<file path="src/rtl/ce_gate_pkg.sv">
package ce_gate_pkg;

  // Encoding chosen so an all-zero state is the safe, blocked one.
  typedef enum logic [1:0] {
    GATE_BLOCK = 2'd0,
    GATE_PASS  = 2'd1,
    GATE_HOLD  = 2'd2
  } gate_state_e;

endpackage

</file>
<file path="src/rtl/ce_grace_timer.sv">
module ce_grace_timer #(
  parameter int TICKS = 2500
) (
  input  logic clk,
  input  logic clear,
  input  logic advance,
  output logic expired
);

  generate
    if (TICKS <= 1) begin : g_single
      // A one-tick window expires on the first edge of the hold phase.
      assign expired = 1'b1;
    end else begin : g_count
      localparam int CNT_W = $clog2(TICKS);
      localparam logic [CNT_W-1:0] LAST = CNT_W'(TICKS - 1);

      logic [CNT_W-1:0] cnt_q;

      always_ff @(posedge clk) begin
        if (clear) begin
          cnt_q <= '0;
        end else if (advance) begin
          cnt_q <= cnt_q + 1'b1;
        end
      end

      assign expired = (cnt_q == LAST);
    end
  endgenerate

endmodule

</file>
<file path="src/rtl/ce_gate_ctrl.sv">
module ce_gate_ctrl
  import ce_gate_pkg::*;
(
  input  logic        clk,
  input  logic        sys_rst_n,
  input  logic        ce_in_n,
  input  logic        expired,
  output gate_state_e state_q,
  output logic        timer_clear,
  output logic        timer_advance,
  output logic        path_open
);

  gate_state_e state_d;

  always_comb begin
    state_d       = state_q;
    timer_clear   = 1'b0;
    timer_advance = 1'b0;
    unique case (state_q)
      GATE_PASS: begin
        if (!sys_rst_n) begin
          // Entry into reset: an idle enable closes at once, an active one gets a window.
          state_d     = ce_in_n ? GATE_BLOCK : GATE_HOLD;
          timer_clear = 1'b1;
        end
      end
      GATE_HOLD: begin
        if (sys_rst_n) begin
          state_d = GATE_PASS;
        end else if (ce_in_n || expired) begin
          state_d = GATE_BLOCK;
        end else begin
          timer_advance = 1'b1;
        end
      end
      GATE_BLOCK: begin
        if (sys_rst_n) begin
          state_d = GATE_PASS;
        end
      end
      default: begin
        state_d = GATE_BLOCK;
      end
    endcase
  end

  always_ff @(posedge clk) begin
    state_q <= state_d;
  end

  assign path_open = (state_q == GATE_PASS) || (state_q == GATE_HOLD);

endmodule

</file>
<file path="src/rtl/ce_out_stage.sv">
module ce_out_stage (
  input  logic path_open,
  input  logic ce_in_n,
  output logic ce_out_n
);

  // A closed path drives the inactive (high) level.
  assign ce_out_n = path_open ? ce_in_n : 1'b1;

endmodule

</file>
<file path="src/rtl/ce_reset_gate.sv">
module ce_reset_gate
  import ce_gate_pkg::*;
#(
  parameter int GRACE_TICKS = 2500
) (
  input  logic clk,
  input  logic sys_rst_n,
  input  logic ce_in_n,
  output logic ce_out_n
);

  gate_state_e state_q;
  logic        expired;
  logic        timer_clear;
  logic        timer_advance;
  logic        path_open;

  ce_grace_timer #(
    .TICKS(GRACE_TICKS)
  ) i_timer (
    .clk     (clk),
    .clear   (timer_clear),
    .advance (timer_advance),
    .expired (expired)
  );

  ce_gate_ctrl i_ctrl (
    .clk           (clk),
    .sys_rst_n     (sys_rst_n),
    .ce_in_n       (ce_in_n),
    .expired       (expired),
    .state_q       (state_q),
    .timer_clear   (timer_clear),
    .timer_advance (timer_advance),
    .path_open     (path_open)
  );

  ce_out_stage i_out (
    .path_open (path_open),
    .ce_in_n   (ce_in_n),
    .ce_out_n  (ce_out_n)
  );

endmodule

</file>
<file path="config.mk">
export PLATFORM = sky130hd
export DESIGN_NAME = ce_reset_gate
export DESIGN_NICKNAME = d
export VERILOG_FILES = /design/src/rtl/ce_gate_pkg.sv /design/src/rtl/ce_grace_timer.sv /design/src/rtl/ce_gate_ctrl.sv /design/src/rtl/ce_out_stage.sv /design/src/rtl/ce_reset_gate.sv
export SDC_FILE = /design/constraint.sdc
export NUM_CORES = 1
export LEC_CHECK = 0
export BUFFER_PORTS_ARGS = -buffer_cell sky130_fd_sc_hd__buf_2
export CAP_MARGIN = 10
export CORE_AREA = 8 8 48 50
export DETAILED_ROUTE_END_ITERATION = 10
export DIE_AREA = 0 0 56 58
export GPL_TIMING_DRIVEN = 0
export HOLD_SLACK_MARGIN = 0.15
export PLACE_DENSITY = 0.68
export SLEW_MARGIN = 20
export SYNTH_ARGS = -nofsm -noshare
export SYNTH_HDL_FRONTEND = slang
export SYNTH_HIERARCHICAL = 1
export SYNTH_SLANG_ARGS = --single-unit
export TNS_END_PERCENT = 50
</file>
<file path="constraint.sdc">
create_clock -name clk -period 4 [get_ports clk]
set_input_delay 0.4 -clock clk [delete_from_list [all_inputs] [get_ports clk]]
set_output_delay 0.4 -clock clk [all_outputs]
set_load 0.005 [all_outputs]
</file>
==> results of run 1 <==
layout by cell type (no fill, tap or decap), types with 3 or more instances in the layout:
master	count
nor2_1	6
clkbuf_1	3
nand2_1	7
ha_1	6
a21oi_1	8
clkbuf_4	3
or3_1	5
buf_2	3
o21ai_1	4
dfxtp_1	12
power by group through the flow:
stage,clock (W),sequential [W],combinational (W)
after floorplan,0,0.000182,0.0000762
after global placement,0,0.000186,0.0000938
after detailed placement,0,0.000188,0.0000972
after CTS,0.0000868,0.000185,0.0000975
after global routing,0.0000940,0.000187,0.000115
final,0.0000850,0.000184,0.0000965
metal layers:
| metal | global-route usage [%] | part of all wire [%] |
|---|---|---|
| met3 | 2.62 | 3.0 |
| met4 | 5.15 | 2.6 |
| met1 | 11.1 | 50 |
| met5 | 0 | 0 |
| met2 | 12.7 | 45 |
registers in the layout (all words and copies together), names as in the netlist:
register,cells
i_ctrl/state_q,2
i_timer/g_count.cnt_q,12
cells by family after synthesis:
family | count (synthesis) | share of synthesized area [%]
compound gates | 15 | 11.6
simple gates | 36 | 30.5
fa+ha+maj | 6 | 9.93
xor+xnor | 3 | 3.48
buf+inv | 4 | 1.99
mux | 2 | 2.81
flops | 14 | 39.7
metrics by stage:
step	setup slack, ns	cell area, um^2	cells	util (%)
6_report	1.65	818	104	50.7
5_1_grt	1.53	818	104	50.7
4_1_cts	1.67	818	104	50.7
3_5_place_dp	1.67	792	100	49.1
3_3_place_gp	1.68	792	100	49.1
2_1_floorplan	1.94	756	80	-
cell type report:
class	count	area share (%)
Multi-Input combinational cell	62	53.8
Sequential cell	14	36.7
Clock buffer	4	3.21
Tap cell	17	2.60
Timing Repair Buffer	3	1.83
Buffer	2	0.917
Inverter	2	0.917
worst max-delay path, stage by stage (launching register included):
cell and delay (ns):
dfxtp_1 0.31, clkbuf_1 0.25, or3_1 0.16, nor4_1 0.06
nor4b_4 0.46, nand4_2 0.30, nor4_1 0.35, mux2_1 0.35
worst max-delay path by stage:
stage	slack, ns	startpoint	depth (start not counted)	to
floorplan	1.94	i_timer/g_count.cnt_q[4]$_SDFFE_PP0P_	7	i_timer/g_count.cnt_q[11]$_SDFFE_PP0P_
global placement	1.68	i_timer/g_count.cnt_q[4]$_SDFFE_PP0P_	7	i_timer/g_count.cnt_q[11]$_SDFFE_PP0P_
detailed placement	1.67	i_timer/g_count.cnt_q[4]$_SDFFE_PP0P_	7	i_timer/g_count.cnt_q[11]$_SDFFE_PP0P_
CTS	1.67	i_timer/g_count.cnt_q[4]$_SDFFE_PP0P_	7	i_timer/g_count.cnt_q[11]$_SDFFE_PP0P_
global route	1.53	i_timer/g_count.cnt_q[4]$_SDFFE_PP0P_	7	i_timer/g_count.cnt_q[11]$_SDFFE_PP0P_
finish	1.65	i_timer/g_count.cnt_q[4]$_SDFFE_PP0P_	7	i_timer/g_count.cnt_q[11]$_SDFFE_PP0P_
==> impl_metrics.json, run 1 <==
{
  "start_util_pct": 46.8,
  "cts_hold_buf": 0,
  "cp.arrival_ns": 2.53,
  "tightest_slew_ns": 0.505,
  "gp_congestion": 0.750,
  "root_buffer": "clkbuf_4",
  "hold_class": "in2reg",
  "p_int_w": 0.000248,
  "post_cts_buffers": 0,
  "synth_top_flop_cell": "dfxtp_1",
  "cp-start-kind": "flop",
  "drv_slew": 0,
  "dr.pass1.iters": 4,
  "finalCriticalPeriod_ns": 2.35,
  "hold_end": "i_ctrl/state_q[1]$_DFFE_PP_",
  "timing.rr.end": "i_timer/g_count.cnt_q[11]$_SDFFE_PP0P_",
  "seqCellArea_um2": 300,
  "antenna_found_initial": 0,
  "fp.dieW_um": 56,
  "ant_nets": 0,
  "grt_max_degree": 11,
  "h-tree-depth": 1,
  "ios": 4,
  "worstPathMaxFanout": 9,
  "multi_input_area_um2": 440,
  "r2r_setup_slack_ns": 1.65,
  "path_class": "reg2reg",
  "yosys-top-cells-area": "dfxtp_1 32%, ha_1 9.9%, edfxtp_1 7.9%",
  "cts_sinks": 14,
  "synth_top_area_share_pct": 31.8,
  "die_area_um2": 3250,
  "period_share_pct": 58.8,
  "grt_pass1_wl_um": 2310,
  "synth.most_common_cell": "dfxtp_1",
  "rows": 15,
  "syn_nets": 89,
  "ir_drop_uv": 296,
  "p_per_area_nw_per_um2": 447,
  "drive_gt1_share_pct": 12.6,
  "end_kind": "flop",
  "swShare_pct": 32.2,
  "ys.warnings.count": 6,
  "clock_path_buffers": 2,
  "skew_ns": 0.00602,
  "via_per_inst": 5.63,
  "final-setup-viol-count": 0,
  "syn_area_per_cell_um2": 9.45,
  "nFillCells": 154,
  "diodes": 0,
  "rsz0062_at_grt": "no",
  "cts_resized": 0,
  "r2r-start": "i_timer/g_count.cnt_q[4]$_SDFFE_PP0P_",
  "setup_tns_ns": 0,
  "relSlewSlack_pct": 66.0,
  "synth-edff-count": 2,
  "cts_buffers": 3,
  "core_area_um2": 1610,
  "hold_path_depth": 2,
  "dr.first_iter.drc_count": 14,
  "fmax_ghz": 0.425,
  "seq_power_share_pct": 50.4,
  "drc": 0,
  "num_vias": 586,
  "synth_cell_types": 28,
  "p_clk_share_pct": 23.2,
  "synthArstFlopShare_pct": 0,
  "synth_area_leader_cell": "dfxtp_1",
  "totalWireLength_um": 1340,
  "p_switching_w": 0.000118,
  "synth_area_um2": 756,
  "total_power_w": 0.000366,
  "cp.required_ns": 4.17,
  "avgRoutedWirePerCell_um": 12.9,
  "ys_top_cells_by_count": "12 x dfxtp_1, 8 x a21oi_1, 7 x nand2_1",
  "seq_area_frac_synth_pct": 39.7,
  "grt_pass1_vias": 526,
  "hold_viol_final": 0,
  "p_leak_nw": 0.312,
  "grt_overflow": 0,
  "dp_hpwl_um": 973,
  "cts_tree": "done",
  "die_h_um": 58,
  "insertion_delay_ns": 0.28,
  "reg2regPathDepth": 7,
  "pwr-share-comb_pct": 26.4,
  "grtUsageTotal_pct": 8.74,
  "timing.max_cap.violations": 0,
  "ys_ff_latch": 14,
  "hp-start": "ce_in_n",
  "areaGrowthSynthToFinish_pct": 8.28,
  "portBuffers": 3,
  "nNetsFinal": 97,
  "outcome": "finished clean",
  "clk_pin_slew_ns": 0.09,
  "timing.hold.ws_ns": 0.462,
  "syn_inst": 80
}
No activity file was read; power rests on OpenSTA's default activity.
==> run 2: changes to the inputs <==
ABC_AREA = 1   (was unset)
CORE_AREA = 8 8 51 53   (was 8 8 48 50)
DIE_AREA = 0 0 59 61   (was 0 0 56 58)
PLACE_DENSITY = 0.65   (was 0.68)
clock period = 2.3 ns   (was 4 ns; I/O delays follow)
==> impl_metrics.json, run 2 <==
{
  "gr-usage-met2_pct": 15.0,
  "ys_top_cells_by_count": "29 x nand2_1, 22 x inv_1, 20 x nor2_1",
  "end_kind": "flop",
  "layout_common_cells": "29 x nand2_1, 22 x inv_1, 20 x nor2_1",
  "worstPathCellList": "ha_1, nand3_1, nor4_1, nor2_1, nand2_2, inv_1, nand4_1, inv_1, a21oi_1, nor2_1",
  "timing.hold.ws_ns": 0.270,
  "antenna_found_initial": 0,
  "fmax_ghz": 0.537,
  "nNetsFinal": 140,
  "grtUsageMet3_pct": 2.54,
  "outcome": "finished clean",
  "cp.arrival_ns": 2.03,
  "die_h_um": 61,
  "cts_hold_buf": 0,
  "syn_inst": 123,
  "timing.rr.end": "i_timer/g_count.cnt_q[8]$_SDFFE_PP0P_",
  "die_area_um2": 3600,
  "drv_slew": 0,
  "relSlewSlack_pct": 82.4,
  "grt.met1_usage_pct": 11.1,
  "insertion_delay_ns": 0.27,
  "hold_class": "in2reg",
  "largest_reg_flops": 12,
  "reg2regPathDepth": 10,
  "seq_area_frac_synth_pct": 35.6,
  "totalWireLength_um": 1450,
  "ir_drop_uv": 409,
  "hp-start": "sys_rst_n",
  "num_vias": 699,
  "hold_path_depth": 3,
  "synth.most_common_cell": "nand2_1",
  "dr.first_iter.drc_count": 10,
  "clock_path_buffers": 2,
  "start_util_pct": 45.9,
  "grt_pass1_wl_um": 2600,
  "synth_area_um2": 845,
  "syn_area_per_cell_um2": 6.87,
  "final_util_pct": 49.9,
  "synth_area_leader_cell": "dfxtp_1",
  "worstPathMaxFanout": 7,
  "core_area_um2": 1840,
  "rows": 16,
  "areaGrowthSynthToFinish_pct": 8.89,
  "setup_tns_ns": 0,
  "reg.largest.list": "i_timer/g_count.cnt_q: 12 flops, i_ctrl/state_q: 2 flops",
  "synth-edff-count": 2,
  "synth_top_area_share_pct": 28.4,
  "post_cts_buffers": 0,
  "synth_top_flop_cell": "dfxtp_1",
  "fp.dieW_um": 59,
  "grt-busiest-layer": "met2",
  "cts_buffers": 3,
  "cts_sinks": 14,
  "period_share_pct": 80.9,
  "tightest_slew_ns": 0.262,
  "cp.required_ns": 2.47,
  "synthArstFlopShare_pct": 0,
  "grt_pass1_vias": 644,
  "h-tree-depth": 1,
  "portBuffers": 3,
  "clk_pin_slew_ns": 0.08,
  "p_per_area_nw_per_um2": 730,
  "gp_congestion": 0.767,
  "hold_viol_final": 0,
  "final-setup-viol-count": 0,
  "cp-start-kind": "flop",
  "grtUsageTotal_pct": 9.48,
  "nFillCells": 191,
  "ios": 4,
  "r2r-start": "i_timer/g_count.cnt_q[0]$_SDFFE_PP0P_",
  "ys_ff_latch": 14,
  "via_per_inst": 4.45,
  "final_common_cell": "nand2_1",
  "ys.warnings.count": 6,
  "path_class": "reg2reg",
  "timing.max_cap.violations": 0,
  "grt_overflow": 0,
  "cts_tree": "done",
  "syn_nets": 132,
  "dp_hpwl_um": 1120,
  "synth_cell_types": 20,
  "grt_max_degree": 11,
  "drive_gt1_share_pct": 11.5,
  "hold_end": "i_timer/g_count.cnt_q[10]$_SDFFE_PP0P_",
  "finalCriticalPeriod_ns": 1.86,
  "regMostFlops": "i_timer/g_count.cnt_q",
  "rsz0062_at_grt": "no",
  "yosys-top-cells-area": "dfxtp_1 28%, nand2_1 13%, inv_1 9.8%",
  "r2r_setup_slack_ns": 0.44,
  "skew_ns": 0.00158,
  "drc": 0,
  "diodes": 0,
  "root_buffer": "clkbuf_4",
  "avgRoutedWirePerCell_um": 9.20,
  "cts_resized": 0,
  "crit_slowest_cell": "dfxtp_1",
  "p_leak_nw": 0.456,
  "ant_nets": 0,
  "cpPeakStageDelay_ns": 0.43,
  "dr.pass1.iters": 4
}
## run 2: cell count changes after synthesis, sizes merged, moves of 5 or more
cell / change
nand2: +24
inv: +20
nor2: +17
nand3: +7
or3: -5
## run 2: final cells by class
class | count | area, um^2 | area share [%]
Tap cell | 27 | 33.8 | 3.67
Multi-Input combinational cell | 85 | 449 | 48.8
Buffer | 2 | 12.5 | 1.36
Inverter | 22 | 82.6 | 8.98
Timing Repair Buffer | 3 | 15.0 | 1.63
Sequential cell | 14 | 300 | 32.7
Clock buffer | 4 | 26.3 | 2.86
## run 2: kinds of logic (layout without fill, tap and decap cells)
kind of cell / Yosys count / count (layout) / share of synthesized area, %
AO/OA/AOI/OAI: 11 / 11 / 6.52
adder cells (fa/ha/maj): 6 / 6 / 8.89
buffers and inverters: 24 / 31 / 11.3
flip-flops: 14 / 14 / 35.6
AND/OR/NAND/NOR: 68 / 68 / 37.8
## run 2: through the flow
| step | cell area, um^2 | setup slack [ns] | cells | total power [W] |
|---|---|---|---|---|
| 5_1_grt | 920 | 0.231 | 157 | 0.000737 |
| 6_report | 920 | 0.439 | 157 | 0.000671 |
| 3_3_place_gp | 893 | 0.512 | 153 | 0.000532 |
| 3_5_place_dp | 893 | 0.455 | 153 | 0.000540 |
| 2_1_floorplan | 845 | 0.736 | 123 | 0.000486 |
| 4_1_cts | 920 | 0.437 | 157 | 0.000685 |
## run 2: worst max-delay path by stage
stage / end / cells past startpoint / slack [ns] / startpoint
2_1_floorplan: i_timer/g_count.cnt_q[8]$_SDFFE_PP0P_ / 10 / 0.74 / i_timer/g_count.cnt_q[0]$_SDFFE_PP0P_
3_3_place_gp: i_timer/g_count.cnt_q[8]$_SDFFE_PP0P_ / 10 / 0.51 / i_timer/g_count.cnt_q[0]$_SDFFE_PP0P_
3_5_place_dp: i_timer/g_count.cnt_q[8]$_SDFFE_PP0P_ / 10 / 0.45 / i_timer/g_count.cnt_q[0]$_SDFFE_PP0P_
4_1_cts: i_timer/g_count.cnt_q[8]$_SDFFE_PP0P_ / 10 / 0.44 / i_timer/g_count.cnt_q[0]$_SDFFE_PP0P_
5_1_grt: i_timer/g_count.cnt_q[8]$_SDFFE_PP0P_ / 10 / 0.23 / i_timer/g_count.cnt_q[0]$_SDFFE_PP0P_
6_report: i_timer/g_count.cnt_q[8]$_SDFFE_PP0P_ / 10 / 0.44 / i_timer/g_count.cnt_q[0]$_SDFFE_PP0P_
## run 2: critical path: cells and delay by family, from the launching register on
kind | cells | cell delay [ns]
AO/OA/AOI/OAI | 1 | 0.13
adder cells (fa/ha/maj) | 1 | 0.20
buffers and inverters | 2 | 0.21
flip-flops | 1 | 0.43
AND/OR/NAND/NOR | 6 | 0.79
## run 2: routing by layer
metal	share of wire, %	vias to the layer above
met5	0	-
met4	0.90	0
met3	4.2	2
met2	41	4
met1	54	299
li1	-	394
## run 2: power by group
group | total (W) | switching [W] | internal (W)
combinational | 0.000203 | 0.000123 | 0.0000803
sequential | 0.000327 | 0.0000335 | 0.000294
clock | 0.000141 | 0.0000737 | 0.0000671
